### config.mk
export PLATFORM = sky130hd
export DESIGN_NAME = prbs_bert
export DESIGN_NICKNAME = d
export VERILOG_FILES = /design/src/rtl/prbs_bert_pkg.sv /design/src/rtl/prbs_bert_step.sv /design/src/rtl/prbs_bert_gen.sv /design/src/rtl/prbs_bert_chk.sv /design/src/rtl/prbs_bert_meas.sv /design/src/rtl/prbs_bert.sv
export SDC_FILE = /design/constraint.sdc
export NUM_CORES = 1
export LEC_CHECK = 0
export ABC_AREA = 1
export CAP_MARGIN = 20
export CORE_MARGIN = 1
export CORE_UTILIZATION = 46
export CTS_CLUSTER_SIZE = 25
export DETAILED_ROUTE_END_ITERATION = 12
export GPL_TIMING_DRIVEN = 0
export PLACE_DENSITY = 0.71
export SLEW_MARGIN = 15
export SYNTH_ARGS = -nofsm -noshare
export SYNTH_HDL_FRONTEND = slang
export SYNTH_HIERARCHICAL = 1
export SYNTH_SLANG_ARGS = --single-unit
### constraint.sdc
create_clock -name clk -period 6.14 [get_ports clk]
set_input_delay 1.535 -clock clk [delete_from_list [all_inputs] [get_ports clk]]
set_output_delay 1.535 -clock clk [all_outputs]
set_load 0.05 [all_outputs]
### src/rtl/prbs_bert_pkg.sv
package prbs_bert_pkg;
  localparam int PRBS_LEN = 15;
  localparam int TAP_HI   = 14;  // b[n-15]
  localparam int TAP_LO   = 13;  // b[n-14]
  typedef logic [PRBS_LEN-1:0] prbs_state_t;
  localparam prbs_state_t PRBS_SEED = '1;
endpackage

### src/rtl/prbs_bert_step.sv
// Combinational advance of the pattern register by W bits, MSB first in time.
module prbs_bert_step
  import prbs_bert_pkg::*;
#(
  parameter int W = 16
) (
  input  prbs_state_t  cur,
  output logic [W-1:0] bits,
  output prbs_state_t  nxt
);
  always_comb begin
    prbs_state_t s;
    logic        b;
    s    = cur;
    bits = '0;
    for (int i = 0; i < W; i++) begin
      b            = s[TAP_HI] ^ s[TAP_LO];
      bits[W-1-i]  = b;
      s            = {s[PRBS_LEN-2:0], b};
    end
    nxt = s;
  end
endmodule

### src/rtl/prbs_bert_gen.sv
module prbs_bert_gen
  import prbs_bert_pkg::*;
#(
  parameter int W = 16
) (
  input  logic         clk,
  input  logic         rst_n,
  input  logic [W-1:0] inj_mask,
  output logic         tx_valid,
  output logic [W-1:0] tx_data
);
  prbs_state_t  st, st_nxt;
  logic [W-1:0] pattern;

  prbs_bert_step #(.W(W)) step_i (.cur(st), .bits(pattern), .nxt(st_nxt));

  always_ff @(posedge clk or negedge rst_n) begin
    if (!rst_n) begin
      st       <= PRBS_SEED;
      tx_valid <= 1'b0;
      tx_data  <= '0;
    end else begin
      st       <= st_nxt;
      tx_valid <= 1'b1;
      tx_data  <= pattern ^ inj_mask;
    end
  end

  assert_tx_valid_hold_R1: assert property (@(posedge clk) disable iff (!rst_n)
    tx_valid |=> tx_valid);
endmodule

### src/rtl/prbs_bert_chk.sv
module prbs_bert_chk
  import prbs_bert_pkg::*;
#(
  parameter int W        = 16,
  parameter int LOCK_WIN = 64,
  parameter int LOCK_MAX = 8,
  localparam int PW = $clog2(W + 1)
) (
  input  logic          clk,
  input  logic          rst_n,
  input  logic          rx_valid,
  input  logic [W-1:0]  rx_data,
  output logic          locked,
  output logic          cmp_valid,
  output logic [PW-1:0] cmp_errs
);
  localparam int WIN_WORDS = (LOCK_WIN + W - 1) / W;
  localparam int WCW       = $clog2(WIN_WORDS + 1);
  localparam int EW        = $clog2(LOCK_MAX + W + 1);
  localparam int SCW       = $clog2(PRBS_LEN + W + 1);

  function automatic logic [PW-1:0] popcount(input logic [W-1:0] v);
    logic [PW-1:0] c;
    c = '0;
    for (int i = 0; i < W; i++) c = c + PW'(v[i]);
    return c;
  endfunction

  function automatic prbs_state_t shift_in(input prbs_state_t s, input logic [W-1:0] w);
    for (int i = 0; i < W; i++) s = {s[PRBS_LEN-2:0], w[W-1-i]};
    return s;
  endfunction

  prbs_state_t    st, st_pred;
  logic [W-1:0]   pred;
  logic [SCW-1:0] seed_cnt;
  logic [WCW-1:0] win_cnt;
  logic [EW-1:0]  win_errs;

  prbs_bert_step #(.W(W)) step_i (.cur(st), .bits(pred), .nxt(st_pred));

  // named internal events
  logic [PW-1:0] word_errs;
  logic [EW-1:0] win_sum;
  logic          lose_lock, win_last, seed_done;
  assign word_errs = popcount(rx_data ^ pred);
  assign win_sum   = win_errs + EW'(word_errs);
  assign lose_lock = win_sum > EW'(LOCK_MAX);
  assign win_last  = win_cnt == WCW'(WIN_WORDS - 1);
  assign seed_done = (seed_cnt + SCW'(W)) >= SCW'(PRBS_LEN);

  always_ff @(posedge clk or negedge rst_n) begin
    if (!rst_n) begin
      st        <= PRBS_SEED;
      locked    <= 1'b0;
      seed_cnt  <= '0;
      win_cnt   <= '0;
      win_errs  <= '0;
      cmp_valid <= 1'b0;
      cmp_errs  <= '0;
    end else begin
      cmp_valid <= 1'b0;
      if (rx_valid) begin
        if (!locked) begin
          st <= shift_in(st, rx_data);
          if (seed_done) begin
            locked   <= 1'b1;
            seed_cnt <= '0;
          end else begin
            seed_cnt <= seed_cnt + SCW'(W);
          end
          win_cnt  <= '0;
          win_errs <= '0;
        end else begin
          cmp_valid <= 1'b1;
          cmp_errs  <= word_errs;
          st        <= st_pred;
          if (lose_lock) begin
            locked   <= 1'b0;
            win_cnt  <= '0;
            win_errs <= '0;
          end else if (win_last) begin
            win_cnt  <= '0;
            win_errs <= '0;
          end else begin
            win_cnt  <= win_cnt + WCW'(1);
            win_errs <= win_sum;
          end
        end
      end
    end
  end

  assert_cmp_needs_lock_R3: assert property (@(posedge clk) disable iff (!rst_n)
    cmp_valid |-> $past(locked));
  assert_cmp_errs_bound_R4: assert property (@(posedge clk) disable iff (!rst_n)
    cmp_valid |-> cmp_errs <= PW'(W));
  assert_win_errs_limit_R5: assert property (@(posedge clk) disable iff (!rst_n)
    locked |-> win_errs <= EW'(LOCK_MAX));
  assert_idle_holds_R10: assert property (@(posedge clk) disable iff (!rst_n)
    !rx_valid |=> !cmp_valid);
endmodule

### src/rtl/prbs_bert_meas.sv
module prbs_bert_meas #(
  parameter int W  = 16,
  parameter int CW = 48,
  localparam int PW = $clog2(W + 1)
) (
  input  logic          clk,
  input  logic          rst_n,
  input  logic          start,
  input  logic [CW-1:0] err_target,
  input  logic [CW-1:0] max_bits,
  input  logic          cmp_valid,
  input  logic [PW-1:0] cmp_errs,
  output logic [CW-1:0] err_count,
  output logic [CW-1:0] bit_count,
  output logic          done
);
  function automatic logic [CW-1:0] sat_add(input logic [CW-1:0] a, input logic [CW-1:0] b);
    logic [CW:0] s;
    s = {1'b0, a} + {1'b0, b};
    return s[CW] ? '1 : s[CW-1:0];
  endfunction

  logic          running;
  logic [CW-1:0] err_n, bit_n;
  logic          hit_err, hit_bits;
  assign err_n    = sat_add(err_count, CW'(cmp_errs));
  assign bit_n    = sat_add(bit_count, CW'(W));
  assign hit_err  = err_n > err_target;
  assign hit_bits = bit_n >= max_bits;

  always_ff @(posedge clk or negedge rst_n) begin
    if (!rst_n) begin
      running   <= 1'b0;
      done      <= 1'b0;
      err_count <= '0;
      bit_count <= '0;
    end else if (start) begin
      running   <= 1'b1;
      done      <= 1'b0;
      err_count <= '0;
      bit_count <= '0;
    end else if (running && cmp_valid) begin
      err_count <= err_n;
      bit_count <= bit_n;
      if (hit_err || hit_bits) begin
        running <= 1'b0;
        done    <= 1'b1;
      end
    end
  end

  assert_start_clears_R8: assert property (@(posedge clk) disable iff (!rst_n)
    start |=> (err_count == '0 && bit_count == '0 && !done));
  assert_done_sticky_R8: assert property (@(posedge clk) disable iff (!rst_n)
    done && !start |=> done);
  assert_frozen_after_done_R6: assert property (@(posedge clk) disable iff (!rst_n)
    done && !start |=> $stable(err_count) && $stable(bit_count));
  assert_end_reason_R7: assert property (@(posedge clk) disable iff (!rst_n)
    $rose(done) |-> (err_count > err_target || bit_count >= max_bits));
  assert_no_wrap_R9: assert property (@(posedge clk) disable iff (!rst_n)
    running && !start |=> bit_count >= $past(bit_count) && err_count >= $past(err_count));
endmodule

### src/rtl/prbs_bert.sv
module prbs_bert #(
  parameter int W        = 16,
  parameter int CW       = 48,
  parameter int LOCK_WIN = 64,
  parameter int LOCK_MAX = 8
) (
  input  logic          clk,
  input  logic          rst_n,
  input  logic          start,
  input  logic [CW-1:0] err_target,
  input  logic [CW-1:0] max_bits,
  input  logic [W-1:0]  inj_mask,
  output logic          tx_valid,
  output logic [W-1:0]  tx_data,
  input  logic          rx_valid,
  input  logic [W-1:0]  rx_data,
  output logic          locked,
  output logic [CW-1:0] err_count,
  output logic [CW-1:0] bit_count,
  output logic          done
);
  localparam int PW = $clog2(W + 1);

  logic          cmp_valid;
  logic [PW-1:0] cmp_errs;

  prbs_bert_gen #(.W(W)) gen_i (
    .clk(clk), .rst_n(rst_n), .inj_mask(inj_mask),
    .tx_valid(tx_valid), .tx_data(tx_data)
  );

  prbs_bert_chk #(.W(W), .LOCK_WIN(LOCK_WIN), .LOCK_MAX(LOCK_MAX)) chk_i (
    .clk(clk), .rst_n(rst_n), .rx_valid(rx_valid), .rx_data(rx_data),
    .locked(locked), .cmp_valid(cmp_valid), .cmp_errs(cmp_errs)
  );

  prbs_bert_meas #(.W(W), .CW(CW)) meas_i (
    .clk(clk), .rst_n(rst_n), .start(start),
    .err_target(err_target), .max_bits(max_bits),
    .cmp_valid(cmp_valid), .cmp_errs(cmp_errs),
    .err_count(err_count), .bit_count(bit_count), .done(done)
  );
endmodule

==> results.cfg, run 1 <==
[worst_setup_path]
critical_path_data_arrival_time_ps = 6230
worst_ep_required_time_ps = 6520
worstSetupStartpointType = primary input
path_max_fanout = 7
worst_setup_path_end_kind = flop
timing.setup.critical_path_class = in2reg

[sta]
timing_hold_violations_final = 0
worst_slew_margin_rel = 0.280
timing.final.setup_violations = 0
rsz0062_at_grt = false
timing_max_transition_violations_final = 0
worstMarginPinSlew_ps = 1080
max_freq_mhz = 171
fin_skew_ps = 15.8
fin_ws_ps = 296
min_cycle_time_layout_ps = 5840
timing.final.crit_share = 0.952

[synth]
synth_fp_nets = 2174
post-synth-top-area-fraction = 0.242
synth_top_area_cell = sky130_fd_sc_hd__dfrtp_1
yosysWarnings = 6
synth_top_cells_by_area = sky130_fd_sc_hd__dfrtp_1, sky130_fd_sc_hd__nand2_1, sky130_fd_sc_hd__ha_1
synth.avg_cell_area_um2 = 7.07
postSynthCellCount = 1918
synthDistinctLibCells = 52
netlist_area_um2 = 13600
flop_and_latch_count_out_of_synthesis = 161
synth-seq-area-share = 0.300

[layout]
area_of_combinational_cells_with_multiple_inputs_um2 = 7930
layout-drive-gt1-share = 0.107
filler_cell_count = 2702
mostFrequentLayoutCell = sky130_fd_sc_hd__nand2_1
final_cell_mix = sky130_fd_sc_hd__nand2_1, sky130_fd_sc_hd__inv_1, sky130_fd_sc_hd__clkdlybuf4s50_1, sky130_fd_sc_hd__dfrtp_1, sky130_fd_sc_hd__nor2_1
insertedDiodeCount = 0
postLayoutCellArea_um2 = 17200
area_growth_syn_to_layout_pct = 26.7
register_area_um2 = 4070
finalNetCount = 2440

[placement]
detailed_place.area_um2 = 16500
detailedPlace.worstSlack_ps = -622
detailed_place_hpwl_um = 36100
routabilityCongestion = 0.969
buffer_ports.inserted = 245

[pwr]
max-vdd-ir-drop_uv = 2200
leakage_uw = 0.00863
power.density_nw_per_um2 = 619

[drt]
dr_total_vias = 13500
starting_drc_count_in_detailed_routing = 1084
post_detailed_route_drc_marker_count = 0
firstDrtPassIters = 6
detail_route.vias_per_cell = 5.24
wl_per_cell_um = 17.5
wl_um = 45100
ant_nets = 0

[clock_network]
cts_made_buffers = 17
h-tree-depth = 4
ctsRootBufferMaster = sky130_fd_sc_hd__clkbuf_16
clock-sinks = 161
cts_hold_buf = 0
clk_buf_depth = 2
tritoncts_clock_tree = built
clk-insertion-delay-late_ps = 450
path_clk_slew_ps = 80

[floorplanning]
pin_count = 247
initial_utilization = 0.470
die_w_um = 174
die_y_um = 174
floorplan.die_area_um2 = 30200
core_region_area_um2 = 28900
placement_rows = 62

[grt]
largest_net_degree_at_the_start_of_global_routing = 99
first_global_vias = 13100
grt_remaining_overflow = 0
grt.total_usage = 0.301
grt_pass1_wl_um = 70300
antenna_found_initial = 0

[flow_run]
maxCapViolCount = 0

[status]
run_status = completed

[worst_hold_path]
holdCritPathClass = reg2reg
==> metal layers <==
| layer | up-vias | part of all wire | global-route usage | wire (um) |
|---|---|---|---|---|
| li1 | 6601 | - | - | - |
| met1 | 6323 | 0.43 | 0.392 | 19400 |
| met2 | 536 | 0.45 | 0.487 | 20500 |
| met3 | 72 | 0.085 | 0.0754 | 3840 |
| met4 | 0 | 0.030 | 0.102 | 1360 |
| met5 | - | 0 | 0 | 0 |
==> power breakdown <==
group / switching [uW] / internal (uW)
Combinational: 4640 / 3510
Clock: 517 / 616
Sequential: 101 / 1250
==> final timing paths <==
kind	from	end	slack [ps]	depth (start not counted)
max reg2reg	chk_i/st[6]	chk_i/win_errs[3]	850	17
max	rx_data[0]	chk_i/win_errs[3]	300	17
min	meas_i/running	meas_i/running	490	2
min reg2reg	meas_i/running	meas_i/running	490	2
max in group asynchronous	rst_n	meas_i/bit_count[28]	4240	2
min in group asynchronous	rst_n	gen_i/tx_data[5]	1040	1
==> critical path, cell delays in order <==
cell and delay [ps]:
sky130_fd_sc_hd__clkdlybuf4s50_1 490, sky130_fd_sc_hd__xor2_1 210, sky130_fd_sc_hd__ha_1 260, sky130_fd_sc_hd__inv_1 90, sky130_fd_sc_hd__fa_1 420, sky130_fd_sc_hd__fa_1 530, sky130_fd_sc_hd__fa_1 510, sky130_fd_sc_hd__fa_2 360
sky130_fd_sc_hd__fa_2 460, sky130_fd_sc_hd__fa_1 520, sky130_fd_sc_hd__inv_1 50, sky130_fd_sc_hd__or2_1 210, sky130_fd_sc_hd__nor2_2 120, sky130_fd_sc_hd__nor2_2 50, sky130_fd_sc_hd__nor2_2 160, sky130_fd_sc_hd__nand2_4 110
sky130_fd_sc_hd__o21ai_2 130
==> registers in the layout, indices dropped and copies added (netlist names) <==
signal,cells
meas_i/bit_count,48
chk_i/cmp_valid,1
gen_i/tx_data,16
chk_i/seed_cnt,1
chk_i/win_errs,5
gen_i/st,15
meas_i/done,1
chk_i/cmp_errs,5
chk_i/locked,1
meas_i/err_count,48
chk_i/win_cnt,3
meas_i/running,1
gen_i/tx_valid,1
chk_i/st,15
==> layout make-up <==
type | instances | share of cell area
timing repair buffer | 247 | 0.146
clock inverter | 14 | 0.00998
clock buffer | 18 | 0.0250
tap | 384 | 0.0280
sequential | 161 | 0.237
multi-input combinational | 1381 | 0.462
inverter | 311 | 0.0679
buffer | 65 | 0.0252
==> cell families (layout without fill, tap and decap cells) <==
logic type / Yosys count / count (layout) / synth area share
flops: 161 / 161 / 0.300
buf+inv: 376 / 655 / 0.118
compound gates: 190 / 190 / 0.0789
simple gates: 995 / 995 / 0.336
fa+ha+maj: 124 / 124 / 0.121
xor+xnor: 71 / 71 / 0.0459
other cells: 1 / 1 / 0.000277
==> cell usage after synthesis (all sizes together) <==
cell type and count:
nand2 609, inv 311, nor2 136, dfrtp 131
nand3 122, ha 112, o21ai 112, xor2 61
a21oi 55, nand4 51, buf 47, nor3 41
dfstp 30, clkbuf 18, or2 14, nor4 13
fa 12, xnor2 10, a22o 6, nand3b 6
a21o 4, o21a 4, o211ai 3, a211oi 2
a31oi 2, nor3b 2, a211o 1, and3 1
conb 1, o22ai 1
==> metrics by stage <==
step	std cells	utilization	setup TNS, ps	power [uW]	hold WS, ps
3_5_place_dp	2548	0.573	-4770	8530	476
2_1_floorplan	1918	-	0	7450	442
6_report	2581	0.595	0	10600	486
4_1_cts	2581	0.595	0	10500	490
3_3_place_gp	2547	0.572	-486270	8350	460
5_1_grt	2581	0.595	0	11500	517
==> what timing repair did <==
action / CTS / global route
gates cloned: 0 / 0
setup buffers: 1 / 0
pin swaps: 7 / 7
endpoints found under the setup margin: 8 / 8
gates resized for setup: 6 / 6
No activity file was read; power rests on OpenSTA's default activity.
==> run 2, diff against run 1 <==
Settings changed: ABC_CLOCK_PERIOD_IN_PS from default to 6140, SLEW_MARGIN 15 to 20.
==> run 2 against run 1 <==
Final area fell by 0.16%. Maximum frequency fell by 2.0%. Total power fell by 5.0%. Core utilization is 0.095 points lower. Sequential share of layout area barely moved. Highest routed layer unchanged. Via count shrank 0.39%. Register-to-register slack lost 100 ps. Sequential power is essentially flat. Largest power group unchanged. Combinational power fell by 5.9%.
==> results.cfg, run 2 (synthesis results as in run 1) <==
[placement]
detailedPlace.worstSlack_ps = -633
routabilityCongestion = 0.969
detailed_place_hpwl_um = 36100
detailed_place.area_um2 = 16500
buffer_ports.inserted = 245

[layout]
area_growth_syn_to_layout_pct = 26.5
final_cell_mix = sky130_fd_sc_hd__nand2_1, sky130_fd_sc_hd__inv_1, sky130_fd_sc_hd__clkdlybuf4s50_1, sky130_fd_sc_hd__dfrtp_1, sky130_fd_sc_hd__nor2_1
mostFrequentLayoutCell = sky130_fd_sc_hd__nand2_1
finalNetCount = 2439
filler_cell_count = 2743
postLayoutCellArea_um2 = 17200
insertedDiodeCount = 0
top_regs = meas_i/bit_count: 48 flops, meas_i/err_count: 48 flops, gen_i/tx_data: 16 flops
layout-drive-gt1-share = 0.106

[worst_setup_path]
crit_top_cell = sky130_fd_sc_hd__fa_1
timing.critical_path.slowest_stage_cell = sky130_fd_sc_hd__fa_1
timing.setup.critical_path_class = in2reg
worstSetupStartpointType = primary input
critPathMaxStageDelay_ps = 530
path_max_fanout = 7
critical_path_data_arrival_time_ps = 6340
reg2reg_setup_slack_ps = 750
worst_setup_path_end_kind = flop
worst_ep_required_time_ps = 6520
crit_path_cell_trace = clkdlybuf4s50_1 > xor2_1 > ha_1 > inv_1 > fa_1 > fa_1 > fa_1 > fa_2 > fa_2 > fa_1 > inv_1 > or2_1 > nor2_2 > nor2_2 > nor2_2 > nand2_4 > o21ai_2

[sta]
timing_hold_violations_final = 0
worstMarginPinSlew_ps = 1120
timing.final.crit_share = 0.971
fin_skew_ps = 18.1
post_route_setup_tns_ps = 0
timing.final.setup_violations = 0
min_cycle_time_layout_ps = 5960
timing_max_transition_violations_final = 0
max_freq_mhz = 168
fin_ws_ps = 178
worst_slew_margin_rel = 0.248
rsz0062_at_grt = false

[pwr]
p_comb_frac = 0.758
leakage_uw = 0.00862
power.density_nw_per_um2 = 589
max-vdd-ir-drop_uv = 2130
switching_power_uw = 5110
power_report.internal_total_uw = 5000
seq_power_share = 0.134
power.total_uw = 10100
p_clk_frac = 0.108
swShare = 0.505

[grt]
grt_remaining_overflow = 0
grt.total_usage = 0.300
groute.layer.met1.usage = 0.397
grt_pass1_wl_um = 70100
antenna_found_initial = 0
first_global_vias = 13100
global_routing_usage_on_met2 = 0.482
largest_net_degree_at_the_start_of_global_routing = 95
grt_most_used_layer = met2
gr-usage-met3 = 0.0658

[clock_network]
tritoncts_clock_tree = built
h-tree-depth = 4
postCtsSetupBuffers = 0
ctsRootBufferMaster = sky130_fd_sc_hd__clkbuf_16
clk_buf_depth = 2
clock-sinks = 161
cts_made_buffers = 17
clk-insertion-delay-late_ps = 450
path_clk_slew_ps = 80

[status]
run_status = completed

[flow_run]
maxCapViolCount = 0

[drt]
wl_per_cell_um = 17.5
wl_um = 45100
starting_drc_count_in_detailed_routing = 1042
detail_route.vias_per_cell = 5.22
ant_nets = 0
firstDrtPassIters = 5
post_detailed_route_drc_marker_count = 0
dr_total_vias = 13500

[worst_hold_path]
holdCritPathClass = reg2reg

[floorplanning]
floorplan.die_area_um2 = 30200
die_w_um = 174
pin_count = 247
placement_rows = 62
initial_utilization = 0.470
die_y_um = 174
core_region_area_um2 = 28900
run 2: cell count changes in the layout (fill, tap and decap cells not counted), sizes merged:
cell and delta:
dlygate4sd2 -1, buf -1, clkinv +2, inv -1
bufinv -1, dlymetal6s2s +1
run 2: path summary, 6_finish.rpt:
check / from / end / depth (start not counted)
setup reg to reg: chk_i/st[9] / chk_i/win_errs[3] / 17
max in group asynchronous: rst_n / meas_i/bit_count[3] / 2
hold / removal: chk_i/seed_cnt[4] / chk_i/seed_cnt[4] / 2
min in group asynchronous: rst_n / gen_i/tx_data[6] / 1
hold reg to reg: chk_i/seed_cnt[4] / chk_i/seed_cnt[4] / 2
setup / recovery: rx_data[0] / chk_i/win_errs[3] / 17
run 2: layout make-up:
cell class / count / area [um2] / share of cell area
Tap cell: 384 / 480 / 0.0280
Multi-Input combinational cell: 1381 / 7920 / 0.462
Timing Repair Buffer: 246 / 2500 / 0.146
Sequential cell: 161 / 4070 / 0.237
Clock buffer: 18 / 439 / 0.0256
Clock inverter: 14 / 145 / 0.00846
Inverter: 311 / 1170 / 0.0681
Buffer: 65 / 433 / 0.0252
run 2: timing repair:
item | CTS | global route
setup endpoints to repair | 8 | 8
hold buffers | 0 | 0
pin swaps | 5 | 9
gates resized for setup | 3 | 8
run 2: critical path, delay by kind of cell:
family          cells  cell delay [ps]
compound gates      1              150
buf+inv             3              620
xor+xnor            1              220
fa+ha+maj           7             3140
simple gates        5              650
run 2: power by group through the flow:
stage	registers (uW)	clock network [uW]	logic (uW)
global route	1360	1150	8440
CTS	1350	1110	7710
finish	1350	1090	7670
detailed placement	1370	0	7210
global placement	1370	0	6980
floorplan	1420	0	6030
run 2: per-stage QoR:
step           hold slack, ps   util  std cells
4_1_cts                   490  0.593       2580
5_1_grt                   517  0.594       2580
2_1_floorplan             442      -       1918
3_3_place_gp              460  0.572       2547
6_report                  492  0.594       2580
3_5_place_dp              472  0.573       2548
run 2: per-layer routing:
layer	wire length, um	share of wire
met5	0	0
met4	1210	0.027
met3	3510	0.078
met2	20700	0.46
met1	19700	0.44
==> run 3, diff against run 2 <==
Settings changed: HOLD_SLACK_MARGIN from default to 0.06.
==> results of run 3 <==
No change in the layout: final DEF, timing and power equal those of run 2.
